### src/rtl/dagu_pkg.sv
package dagu_pkg;
  typedef enum logic [2:0] {
    AM_IND     = 3'd0,
    AM_POSTINC = 3'd1,
    AM_PREDEC  = 3'd2,
    AM_DISP    = 3'd3,
    AM_DIRECT  = 3'd4,
    AM_IO      = 3'd5,
    AM_CONST   = 3'd6,
    AM_IND_ALT = 3'd7
  } amode_e;

  typedef enum logic [1:0] {
    RG_REGS = 2'd0,
    RG_IO   = 2'd1,
    RG_SRAM = 2'd2,
    RG_NONE = 2'd3
  } region_e;
endpackage

### src/rtl/dagu_calc.sv
module dagu_calc import dagu_pkg::*; #(
  parameter int AW       = 16,
  parameter int DW       = 6,
  parameter int IO_OFS   = 32,
  parameter int PTR_BASE = 26,
  parameter int IDXW     = 5
) (
  input  logic [2:0]      mode,
  input  logic [1:0]      sel,
  input  logic [DW-1:0]   disp,
  input  logic [AW-1:0]   direct,
  input  logic [AW-1:0]   x,
  input  logic [AW-1:0]   y,
  input  logic [AW-1:0]   z,
  output logic [AW-1:0]   addr,
  output logic            wb_en,
  output logic [IDXW-1:0] wb_idx,
  output logic [AW-1:0]   wb_val,
  output logic            is_const,
  output logic [AW-2:0]   const_word,
  output logic            const_hi
);
  logic [AW-1:0] ptr;
  logic [1:0]    pair;

  always_comb begin
    pair = (sel == 2'd3) ? 2'd2 : sel;
    case (pair)
      2'd0:    ptr = x;
      2'd1:    ptr = y;
      default: ptr = z;
    endcase
  end

  always_comb begin
    addr       = ptr;
    wb_en      = 1'b0;
    wb_val     = '0;
    is_const   = 1'b0;
    const_word = '0;
    const_hi   = 1'b0;
    case (amode_e'(mode))
      AM_POSTINC: begin
        wb_en  = 1'b1;
        wb_val = ptr + AW'(1);
      end
      AM_PREDEC: begin
        addr   = ptr - AW'(1);
        wb_en  = 1'b1;
        wb_val = ptr - AW'(1);
      end
      AM_DISP:   addr = ptr + AW'(disp);
      AM_DIRECT: addr = direct;
      AM_IO:     addr = AW'(disp) + AW'(IO_OFS);
      AM_CONST: begin
        addr       = z;
        is_const   = 1'b1;
        const_word = z[AW-1:1];
        const_hi   = z[0];
      end
      default: ;
    endcase
    wb_idx = wb_en ? IDXW'(PTR_BASE + 2 * int'(pair)) : '0;
  end
endmodule

### src/rtl/dagu_region.sv
module dagu_region import dagu_pkg::*; #(
  parameter int AW         = 16,
  parameter int REG_COUNT  = 32,
  parameter int IO_COUNT   = 64,
  parameter int SRAM_BYTES = 128
) (
  input  logic [AW-1:0] addr,
  output logic [1:0]    region,
  output logic          two_cycle
);
  localparam logic [AW-1:0] IO_BASE   = AW'(REG_COUNT);
  localparam logic [AW-1:0] SRAM_BASE = AW'(REG_COUNT + IO_COUNT);
  localparam logic [AW-1:0] SRAM_LIM  = AW'(REG_COUNT + IO_COUNT + SRAM_BYTES);

  always_comb begin
    if (addr < IO_BASE)        region = RG_REGS;
    else if (addr < SRAM_BASE) region = RG_IO;
    else if (addr < SRAM_LIM)  region = RG_SRAM;
    else                       region = RG_NONE;
    two_cycle = (addr >= SRAM_BASE) && (addr < SRAM_LIM);
  end
endmodule

### src/rtl/dagu_stage.sv
module dagu_stage #(
  parameter int W = 8
) (
  input  logic         clk,
  input  logic         rst_n,
  input  logic         s_valid,
  output logic         s_ready,
  input  logic [W-1:0] s_data,
  output logic         m_valid,
  input  logic         m_ready,
  output logic [W-1:0] m_data
);
  assign s_ready = !m_valid || m_ready;

  always_ff @(posedge clk or negedge rst_n) begin
    if (!rst_n) begin
      m_valid <= 1'b0;
      m_data  <= '0;
    end else if (s_ready) begin
      m_valid <= s_valid;
      if (s_valid) m_data <= s_data;
    end
  end
endmodule

### src/rtl/data_addr_gen.sv
module data_addr_gen import dagu_pkg::*; #(
  parameter int AW         = 16,
  parameter int DW         = 6,
  parameter int REG_COUNT  = 32,
  parameter int IO_COUNT   = 64,
  parameter int SRAM_BYTES = 128,
  parameter int PTR_BASE   = 26,
  parameter int IDXW       = 5
) (
  input  logic            clk,
  input  logic            rst_n,
  input  logic            in_valid,
  output logic            in_ready,
  input  logic [2:0]      in_mode,
  input  logic [1:0]      in_ptr_sel,
  input  logic [DW-1:0]   in_disp,
  input  logic [AW-1:0]   in_direct,
  input  logic            in_write,
  input  logic [AW-1:0]   ptr_x,
  input  logic [AW-1:0]   ptr_y,
  input  logic [AW-1:0]   ptr_z,
  output logic            out_valid,
  input  logic            out_ready,
  output logic [AW-1:0]   out_addr,
  output logic [1:0]      out_region,
  output logic            out_two_cycle,
  output logic            out_write,
  output logic            out_wb_en,
  output logic [IDXW-1:0] out_wb_idx,
  output logic [AW-1:0]   out_wb_val,
  output logic [AW-2:0]   out_const_word,
  output logic            out_const_hi
);
  localparam int PW = AW + 2 + 1 + 1 + 1 + IDXW + AW + (AW - 1) + 1;

  logic [AW-1:0]   c_addr, c_wb_val;
  logic            c_wb_en, c_const, c_hi, c_two, c_write;
  logic [IDXW-1:0] c_idx;
  logic [AW-2:0]   c_word;
  logic [1:0]      c_region;
  logic [PW-1:0]   s_data, m_data;

  dagu_calc #(.AW(AW), .DW(DW), .IO_OFS(REG_COUNT), .PTR_BASE(PTR_BASE), .IDXW(IDXW)) calc_i (
    .mode(in_mode), .sel(in_ptr_sel), .disp(in_disp), .direct(in_direct),
    .x(ptr_x), .y(ptr_y), .z(ptr_z),
    .addr(c_addr), .wb_en(c_wb_en), .wb_idx(c_idx), .wb_val(c_wb_val),
    .is_const(c_const), .const_word(c_word), .const_hi(c_hi)
  );

  dagu_region #(.AW(AW), .REG_COUNT(REG_COUNT), .IO_COUNT(IO_COUNT), .SRAM_BYTES(SRAM_BYTES)) region_i (
    .addr(c_addr), .region(c_region), .two_cycle(c_two)
  );

  assign c_write = in_write && (c_region != RG_NONE) && !c_const;
  assign s_data  = {c_addr, c_region, c_two, c_write, c_wb_en, c_idx, c_wb_val, c_word, c_hi};

  dagu_stage #(.W(PW)) stage_i (
    .clk(clk), .rst_n(rst_n),
    .s_valid(in_valid), .s_ready(in_ready), .s_data(s_data),
    .m_valid(out_valid), .m_ready(out_ready), .m_data(m_data)
  );

  assign {out_addr, out_region, out_two_cycle, out_write, out_wb_en, out_wb_idx,
          out_wb_val, out_const_word, out_const_hi} = m_data;
endmodule

### config.mk
export PLATFORM = sky130hd
export DESIGN_NAME = data_addr_gen
export DESIGN_NICKNAME = d
export VERILOG_FILES = /design/src/rtl/dagu_pkg.sv /design/src/rtl/dagu_calc.sv /design/src/rtl/dagu_region.sv /design/src/rtl/dagu_stage.sv /design/src/rtl/data_addr_gen.sv
export SDC_FILE = /design/constraint.sdc
export NUM_CORES = 1
export LEC_CHECK = 0
export CAP_MARGIN = 20
export CORE_MARGIN = 5
export CORE_UTILIZATION = 50
export CTS_CLUSTER_SIZE = 24
export DETAILED_ROUTE_END_ITERATION = 8
export DONT_BUFFER_PORTS = 1
export SLEW_MARGIN = 10
export SYNTH_ARGS = -nofsm -noshare
export SYNTH_HDL_FRONTEND = slang
export SYNTH_SLANG_ARGS = --single-unit
export TNS_END_PERCENT = 10
### constraint.sdc
create_clock -name clk -period 2.05 [get_ports clk]
set_clock_uncertainty 0.2 [all_clocks]
set_input_delay 0.41 -clock clk [delete_from_list [all_inputs] [get_ports clk]]
set_output_delay 0.41 -clock clk [all_outputs]
set_load 0.005 [all_outputs]
==> metrics.md, run 1 <==
| Metric | Value |
|---|---|
| CP Buf/Inv Count | 0 |
| Placed cell area | about 0.0057 mm² |
| Hold EP | stage_i.m_data[3]$_DFFE_PN0P_ |
| Wirelength, routed | 17800 µm |
| Vias in the first global route | between 5000 and 6000 |
| Failing checks | setup timing |
| Die Span X | 107 µm |
| Syn. warnings | 0 |
| Synth Instances | about 600 |
| DR vias/cell | just over 6 |
| Die height | 107 µm |
| Net Switching | about 1.3 mW |
| Slowest-stage cell, CP | or4_4 |
| First-pass GRT wire length | 27700 µm |
| Initial antenna violation count | 0 |
| Clk slew on worst S/H paths | roughly 0.080 ns |
| Clock latency at the later pin of the worst-skew pair | ~0.34 ns |
| DR vias | ~5300 |
| Leakage power | approximately 2.8 nW |
| Data required, critical path | between 2 and 2.5 ns |
| Worst Min Path Start | ptr_z[3] |
| Fin util | between 60% and 70% |
| Number of buffers added on ports | 0 |
| Setup ws final | -1.08 ns |
| 1st-pass router iterations | 5 |
| Syn Area/Cell | approximately 8 µm² |
| CP Max Fanout | 18 |
| Worst R2R End | stage_i.m_data[41]$_DFFE_PN0P_ |
| Reg2reg setup slack | ~0.06 ns |
| Clk pwr share | between 20 and 30% |
| Slowest stage delay, CP | roughly 0.44 ns |
| Die ar. | 0.0115 mm² |
| Post-route ant nets | 0 |
| Initial Util | approximately 51% |
| Finish-stage setup viols | 28 |
| Total GRT Usage | 30.8% |
| Post-placement cell count | around 810 |
| Hold/Removal Path Class | input pin to flip-flop |
| Top_reg_cell synth | dfrtp_1 |
| Crit. End Element | flip-flop |
| Seq pwr share | 35.9% |
| TritonCTS clock tree | built |
| Power density cells | ~590 mW/mm² |
| Largest delay share family, worst path | compound AO/OA/AOI/OAI gates |
| Gpl congestion | about 1.0 |
| TNS Setup | -13.83 ns |
| R2R depth | 7 |
| Finished Cell Area | between 0.006 and 0.007 mm² |
| Net Count, Synth | 682 |
| Post-synth ARST share | 100% |
| DRC Markers | 0 |
| Cell depth of the worst min-delay path | 1 |
| Dpl hpwl | 13500 µm |
| IO Pins | 140 |
| Crit share post-route | 152% |
| Max Cap Viol | 0 |
| WL/cell | approximately 21 µm |
| Final nets | 805 |
| RSZ-0062 raised after global routing | true |
| Register area share after synthesis | 30.2% |
| Row cnt | 35 |
| Hold Violations, Final | 0 |
| Int Pwr | roughly 2.5 mW |
| Status | finished with violations |
| Yosys cell types | 72 |
| Crit path launch | in_ptr_sel[0] |
| Worst slew pin tran | around 0.54 ns |
| Fin crit period | 3.13 ns |
| Max-Slew Margin vs Limit | between 60% and 70% |
| Critical path launch point type | input pin |
| Area growth syn-to-layout | 34.5% |
| Post-Syn Area | around 0.0047 mm² |
| CTS Root Buffer Type | clkbuf_8 |
| VDD IR max | a little under 0.0004 V |
| Clk buf depth | 2 |
| Initial DRC count | roughly 340 |
| Htree depth | 3 |
| Switching part of the total power | between 30% and 40% |
| Largest net degree at the start of global routing | 75 |
| Slew Viols, Final | 0 |
| Arrival time worst endpoint | approximately 3.2 ns |
| TritonCTS Buffers | 9 |
| Finished Layout Cells | 849 |
| Gr ovfl total | 0 |
| Setup WS pre-CTS | -1.46 ns |
| CP cell instances | mux2i_2 -> o21ai_1 -> ha_1 -> nand3_2 -> a21oi_2 -> o21ai_4 -> or4_4 -> xnor2_2 -> a221o_1 -> a21boi_2 -> nand4b_4 -> o32a_1 |
| Share of layout cells above drive strength 1 | around a third |
| Logic pwr share | 34.7% |
| Clk sinks | 57 |
| Core area | 0.00924 mm² |
| Fmax | 320 MHz |
| Number of synthesized register bits | between 50 and 60 |
| Post-synth EDFFs | 0 |
| Critical path class | input pin to flip-flop |
| RR Startpoint | stage_i.m_valid$_DFFE_PN0N_ |
==> metal layers <==
| metal | vias up | wire length [µm] | track usage (%) |
|---|---|---|---|
| met4 | 0 | 738 | 13.3 |
| li1 | 2454 | - | - |
| met2 | 238 | 8980 | 53.7 |
| met5 | - | 0 | 0 |
| met3 | 67 | 1300 | 8.01 |
| met1 | 2500 | 6790 | 35.5 |
==> worst reg2reg max path, stage by stage (launching register included) <==
cell	delay [ns]
dfrtp_1	0.40
nand2b_1	0.11
nand2_2	0.09
a21oi_1	0.15
o211ai_1	0.15
nor3b_2	0.25
nand4b_4	0.15
o32a_1	0.36
==> what timing repair did <==
item                                    in CTS  in global routing
buffers inserted                             8                  0
hold buffers                                15                  1
hold endpoints to repair                    70                  1
resized for setup                           28                 24
pin swaps                                   22                  7
endpoints found under the setup margin      30                 32
==> area by class of cell <==
class                      instances  area (µm²)
clock buffer                      10         138
timing repair buffer             153        1230
sequential                        57        1430
multi-input combinational        480        3290
tap                              129         161
clock inverter                     5        56.3
antenna                            1        2.50
inverter                          14        55.1
fill                             765        2880
==> power groups by stage <==
stage	clock network [mW]	registers (mW)	logic, mW
after global routing	1.16	1.37	1.42
after global placement	0	1.38	1.13
after floorplan	0	1.35	0.735
after detailed placement	0	1.38	1.15
after CTS	1.12	1.36	1.26
final	1.11	1.36	1.31
==> worst max path at each step <==
| stage | slack [ns] | cells past startpoint | to |
|---|---|---|---|
| finish | -1.08 | 12 | stage_i.m_data[41]$_DFFE_PN0P_ |
| global route | -1.20 | 15 | stage_i.m_data[38]$_DFFE_PN0P_ |
| CTS | -1.03 | 13 | stage_i.m_data[41]$_DFFE_PN0P_ |
| detailed placement | -1.46 | 12 | stage_i.m_data[41]$_DFFE_PN0P_ |
| global placement | -1.36 | 12 | stage_i.m_data[41]$_DFFE_PN0P_ |
| floorplan | -1.62 | 15 | stage_i.m_data[41]$_DFFE_PN0P_ |
==> synth_stat cells (2+ instances only) <==
library cell,n,area share (%)
nand2_1,94,7.5
dfrtp_1,57,30
o21ai_0,54,5.7
a21oi_1,40,4.2
nor2_1,35,2.8
clkbuf_1,25,2.0
mux2i_1,23,4.9
a22o_1,21,3.9
nor3_1,18,1.9
a21o_1,16,2.5
o22ai_1,14,1.9
inv_1,11,0.87
nand3_1,11,1.2
a211oi_1,10,1.6
o21a_1,10,1.6
ha_1,9,2.4
nand4_1,8,1.1
o31ai_1,8,1.3
buf_6,7,1.7
o211ai_1,7,1.1
xnor2_1,7,1.3
buf_1,6,0.48
o21ai_2,6,1.1
a221oi_1,5,0.93
a31oi_1,5,0.66
nor4_1,5,0.66
o21ai_1,5,0.53
a22oi_1,4,0.64
nand2b_1,4,0.53
nor2b_1,4,0.53
or2_2,4,0.53
or3_1,4,0.53
a221o_1,3,0.64
and2_1,3,0.40
o221ai_1,3,0.56
or4_1,3,0.48
xor2_1,3,0.56
buf_4,2,0.32
inv_2,2,0.16
mux2_2,2,0.48
nor4_2,2,0.53
nor4_4,2,0.90
==> cells in the final DEF, fill, tap and decap left out, types with 4 or more instances in the layout <==
master	instances
o21ai_0	44
inv_1	10
buf_4	134
dfrtp_1	57
nor3_2	5
a21oi_2	8
dlygate4sd3_1	15
nor2_1	32
nor3_1	12
a221oi_1	4
nand3_1	9
a211oi_1	9
nand2b_1	4
nor4_4	4
mux2i_1	21
ha_1	6
o21a_1	10
o31ai_1	8
clkbuf_8	10
a22o_1	21
xnor2_1	6
a21o_1	16
o22ai_1	13
o21ai_1	11
o21ai_2	9
o211ai_1	7
a21oi_1	32
nand4_1	8
nor2b_1	4
nand2_1	92
nor4_1	4
==> per-stage QoR <==
stage                     total power, mW  hold WS, ns
after global routing                 3.96      0.00967
after floorplan                      2.09      -0.0856
after global placement               2.51      -0.0844
after CTS                            3.74    0.0000598
after detailed placement             2.53      -0.0842
final                                3.77       0.0102
==> cells by family (layout without fill, tap and decap cells) <==
family          Yosys count  in the layout  share of synthesized area (%)
compound gates          228            228                           32.2
xor+xnor                 10             10                           1.85
fa+ha+maj                10             10                           2.81
buf+inv                  55            182                           5.66
flops                    57             57                           30.2
mux                      28             28                           6.35
other cells               1              2                         0.0793
simple gates            203            203                           20.9
==> sequential cells by signal, indices dropped and copies added, names as in the netlist <==
| name | cells |
|---|---|
| stage_i.m_data | 56 |
| stage_i.m_valid | 1 |
(Power assumes the default switching activity.)
==> inputs of run 2 (changes only) <==
Settings changed: CORE_MARGIN 5 to default, SKIP_CTS_REPAIR_TIMING from default to 1.
==> metrics.md, run 2 (same netlist as run 1, synthesis figures left out) <==
| Metric | Value |
|---|---|
| GRT busiest layer | met2 (unchanged) |
| Share of layout cells above drive strength 1 | 33.5% (was 31.6%) |
| Post-placement cell count | 806 (was 809) |
| Core area | 0.00920 mm² (was 0.00924 mm²) |
| Clk slew on worst S/H paths | 0.07 ns (was 0.08 ns) |
| TritonCTS Buffers | 9 (unchanged) |
| Most flops, register | stage_i.m_data (unchanged) |
| Clk sinks | 57 (unchanged) |
| Crit share post-route | 152% (about the same) |
| Largest register FFs | 56 (unchanged) |
| VDD IR max | 0.000360 V (was 0.000397 V) |
| Commonest non-fill, non-tap cell in the layout | buf_4 (unchanged) |
| Initial DRC count | 411 (was 336) |
| Number of buffers added on ports | 0 (unchanged) |
| Die Span X | 99.2 µm (was 107 µm) |
| Finish-stage setup viols | 25 (was 28) |
| Data required, critical path | 2.08 ns (about the same) |
| Met2 usage | 59.9% (was 53.7%) |
| Net Switching | 1.33 mW (was 1.32 mW) |
| Fmax | 321 MHz (was 320 MHz) |
| Clock latency at the later pin of the worst-skew pair | 0.36 ns (was 0.34 ns) |
| Worst slew pin tran | 0.534 ns (was 0.539 ns) |
| Commonest cells after routing, fill and taps aside | buf_4 (147), nand2_1 (93), dfrtp_1 (57) (was buf_4 (134), nand2_1 (92), dfrtp_1 (57)) |
| Critical path launch point type | input pin (unchanged) |
| Clk pwr share | 29.7% (was 29.4%) |
| RSZ-0062 raised after global routing | true (unchanged) |
| Switching part of the total power | 34.5% (was 35.0%) |
| Setup ws final | -1.07 ns (was -1.08 ns) |
| Hold/Removal Path Class | input pin to flip-flop (unchanged) |
| WL/cell | 20.5 µm (was 21.0 µm) |
| Final nets | 814 (was 805) |
| Pwr Total | 3.86 mW (was 3.77 mW) |
| IO Pins | 140 (unchanged) |
| Post-route ant nets | 0 (unchanged) |
| Max-Slew Margin vs Limit | 64.3% (was 63.7%) |
| Die height | 99.2 µm (was 107 µm) |
| Wirelength, routed | 17200 µm (was 17800 µm) |
| DR vias | 5292 (was 5259) |
| Int Pwr | 2.53 mW (was 2.45 mW) |
| Global Route met1 Usage | 41.3% (was 35.5%) |
| Total GRT Usage | 34.2% (was 30.8%) |
| Top flop regs | stage_i.m_data x56, stage_i.m_valid x1 (unchanged) |
| Largest net degree at the start of global routing | 75 (unchanged) |
| Status | finished with violations (unchanged) |
| Crit. End Element | flip-flop (unchanged) |
| N_diodes | 0 (was 1) |
| Multi-input gate area | 0.00336 mm² (was 0.00329 mm²) |
| Leakage power | 2.83 nW (was 2.81 nW) |
| Critical path class | input pin to flip-flop (unchanged) |
| Fin crit period | 3.12 ns (was 3.13 ns) |
| Layout fillers | 766 (was 765) |
| First-pass GRT wire length | 26100 µm (was 27700 µm) |
| Finished Layout Cells | 840 (was 849) |
| Htree depth | 3 (unchanged) |
| Clk buf depth | 2 (unchanged) |
| Row cnt | 35 (unchanged) |
| DRC Markers | 0 (unchanged) |
| Dpl hpwl | 13000 µm (was 13500 µm) |
| DR vias/cell | 6.30 (was 6.19) |
| Initial Util | 51.4% (was 51.2%) |
| Hold Violations, Final | 3 (was 0) |
| Failing checks | hold timing, setup timing (was setup timing) |
| Slew Viols, Final | 0 (unchanged) |
| Seq pwr share | 35.0% (was 35.9%) |
| Arrival time worst endpoint | 3.15 ns (about the same) |
| 1st-pass router iterations | 6 (was 5) |
| CP Max Fanout | 18 (unchanged) |
| TritonCTS clock tree | built (unchanged) |
| CTS Root Buffer Type | clkbuf_8 (unchanged) |
| Min Hold Slack | -0.00586 ns (was 0.0102 ns) |
| Logic pwr share | 35.3% (was 34.7%) |
| Area growth syn-to-layout | 36.8% (was 34.5%) |
| Initial antenna violation count | 0 (unchanged) |
| Gpl congestion | 0.932 (was 1.03) |
| Met3 usage | 5.90% (was 8.01%) |
| Vias in the first global route | 5068 (was 5264) |
| Register area | 0.00143 mm² (unchanged) |
| Die ar. | 0.00985 mm² (was 0.0115 mm²) |
| Power density cells | 597 mW/mm² (was 593 mW/mm²) |
| Max Cap Viol | 0 (unchanged) |
| Gr ovfl total | 0 (unchanged) |
| TNS Setup | -11.52 ns (was -13.83 ns) |
-- run 2: cell types whose count changed in the layout (fill, tap and decap cells not counted), moves of 3 or more --
cell | before | now
a21oi_2 | 8 | 4
buf_4 | 134 | 147
dlygate4sd3_1 | 15 | 12
nor2_2 | 3 | 0
nor2_4 | 0 | 4
o21ai_0 | 44 | 36
o21ai_1 | 11 | 15
o21ai_2 | 9 | 12
-- run 2: worst paths after layout --
| check | slack, ns | from | cells after the start | end |
|---|---|---|---|---|
| max | -1.07 | in_ptr_sel[0] | 13 | stage_i.m_data[41]$_DFFE_PN0P_ |
| min | -0.006 | ptr_z[0] | 1 | stage_i.m_data[0]$_DFFE_PN0P_ |
| max reg2reg | 0.10 | stage_i.m_valid$_DFFE_PN0N_ | 7 | stage_i.m_data[41]$_DFFE_PN0P_ |
| min reg2reg | 0.30 | stage_i.m_data[53]$_DFFE_PN0P_ | 2 | stage_i.m_data[53]$_DFFE_PN0P_ |
| max in group asynchronous | 1.01 | rst_n | 2 | stage_i.m_data[20]$_DFFE_PN0P_ |
| min in group asynchronous | 0.38 | rst_n | 2 | stage_i.m_valid$_DFFE_PN0N_ |
-- run 2: layer usage --
layer / vias up / wire length [µm]
li1: 2472 / -
met1: 2533 / 6920
met2: 230 / 8600
met3: 57 / 996
met4: 0 / 694
met5: - / 0
-- run 2: power by group through the flow --
stage	sequential (mW)	combinational, mW	clock [mW]
2_1_floorplan	1.35	0.735	0
3_3_place_gp	1.37	1.16	0
3_5_place_dp	1.37	1.18	0
4_1_cts	1.35	1.19	1.16
5_1_grt	1.37	1.48	1.20
6_report	1.35	1.36	1.15
-- run 2: layout make-up --
| class | instances | share of cell area (%) |
|---|---|---|
| multi-input cells | 480 | 51.9 |
| flip-flops and latches | 57 | 22.0 |
| repair buffers | 162 | 19.8 |
| clock buffers | 12 | 2.40 |
| well taps | 111 | 2.15 |
| inverters | 14 | 0.851 |
| clock inverters | 4 | 0.793 |
-- run 2: metrics by stage --
stage	worst slack (ns)	hold WS, ns	instance area [µm²]	util, %
floorplan	-1.62	-0.0856	4800	-
global placement	-1.43	-0.0846	5810	63.2
detailed placement	-1.52	-0.0845	5810	63.2
CTS	-1.16	-0.471	6020	65.4
global route	-1.14	0.000807	6470	70.4
finish	-1.07	-0.00586	6470	70.4
-- run 2: critical path, cell delays in order --
cell,delay (ns)
mux2i_1,0.16
o21a_1,0.18
inv_2,0.07
ha_4,0.28
a21o_1,0.14
a21o_1,0.17
o21ai_4,0.08
or4_4,0.49
xnor2_1,0.14
a221o_1,0.35
a21boi_2,0.20
nand4b_4,0.15
o32a_1,0.31
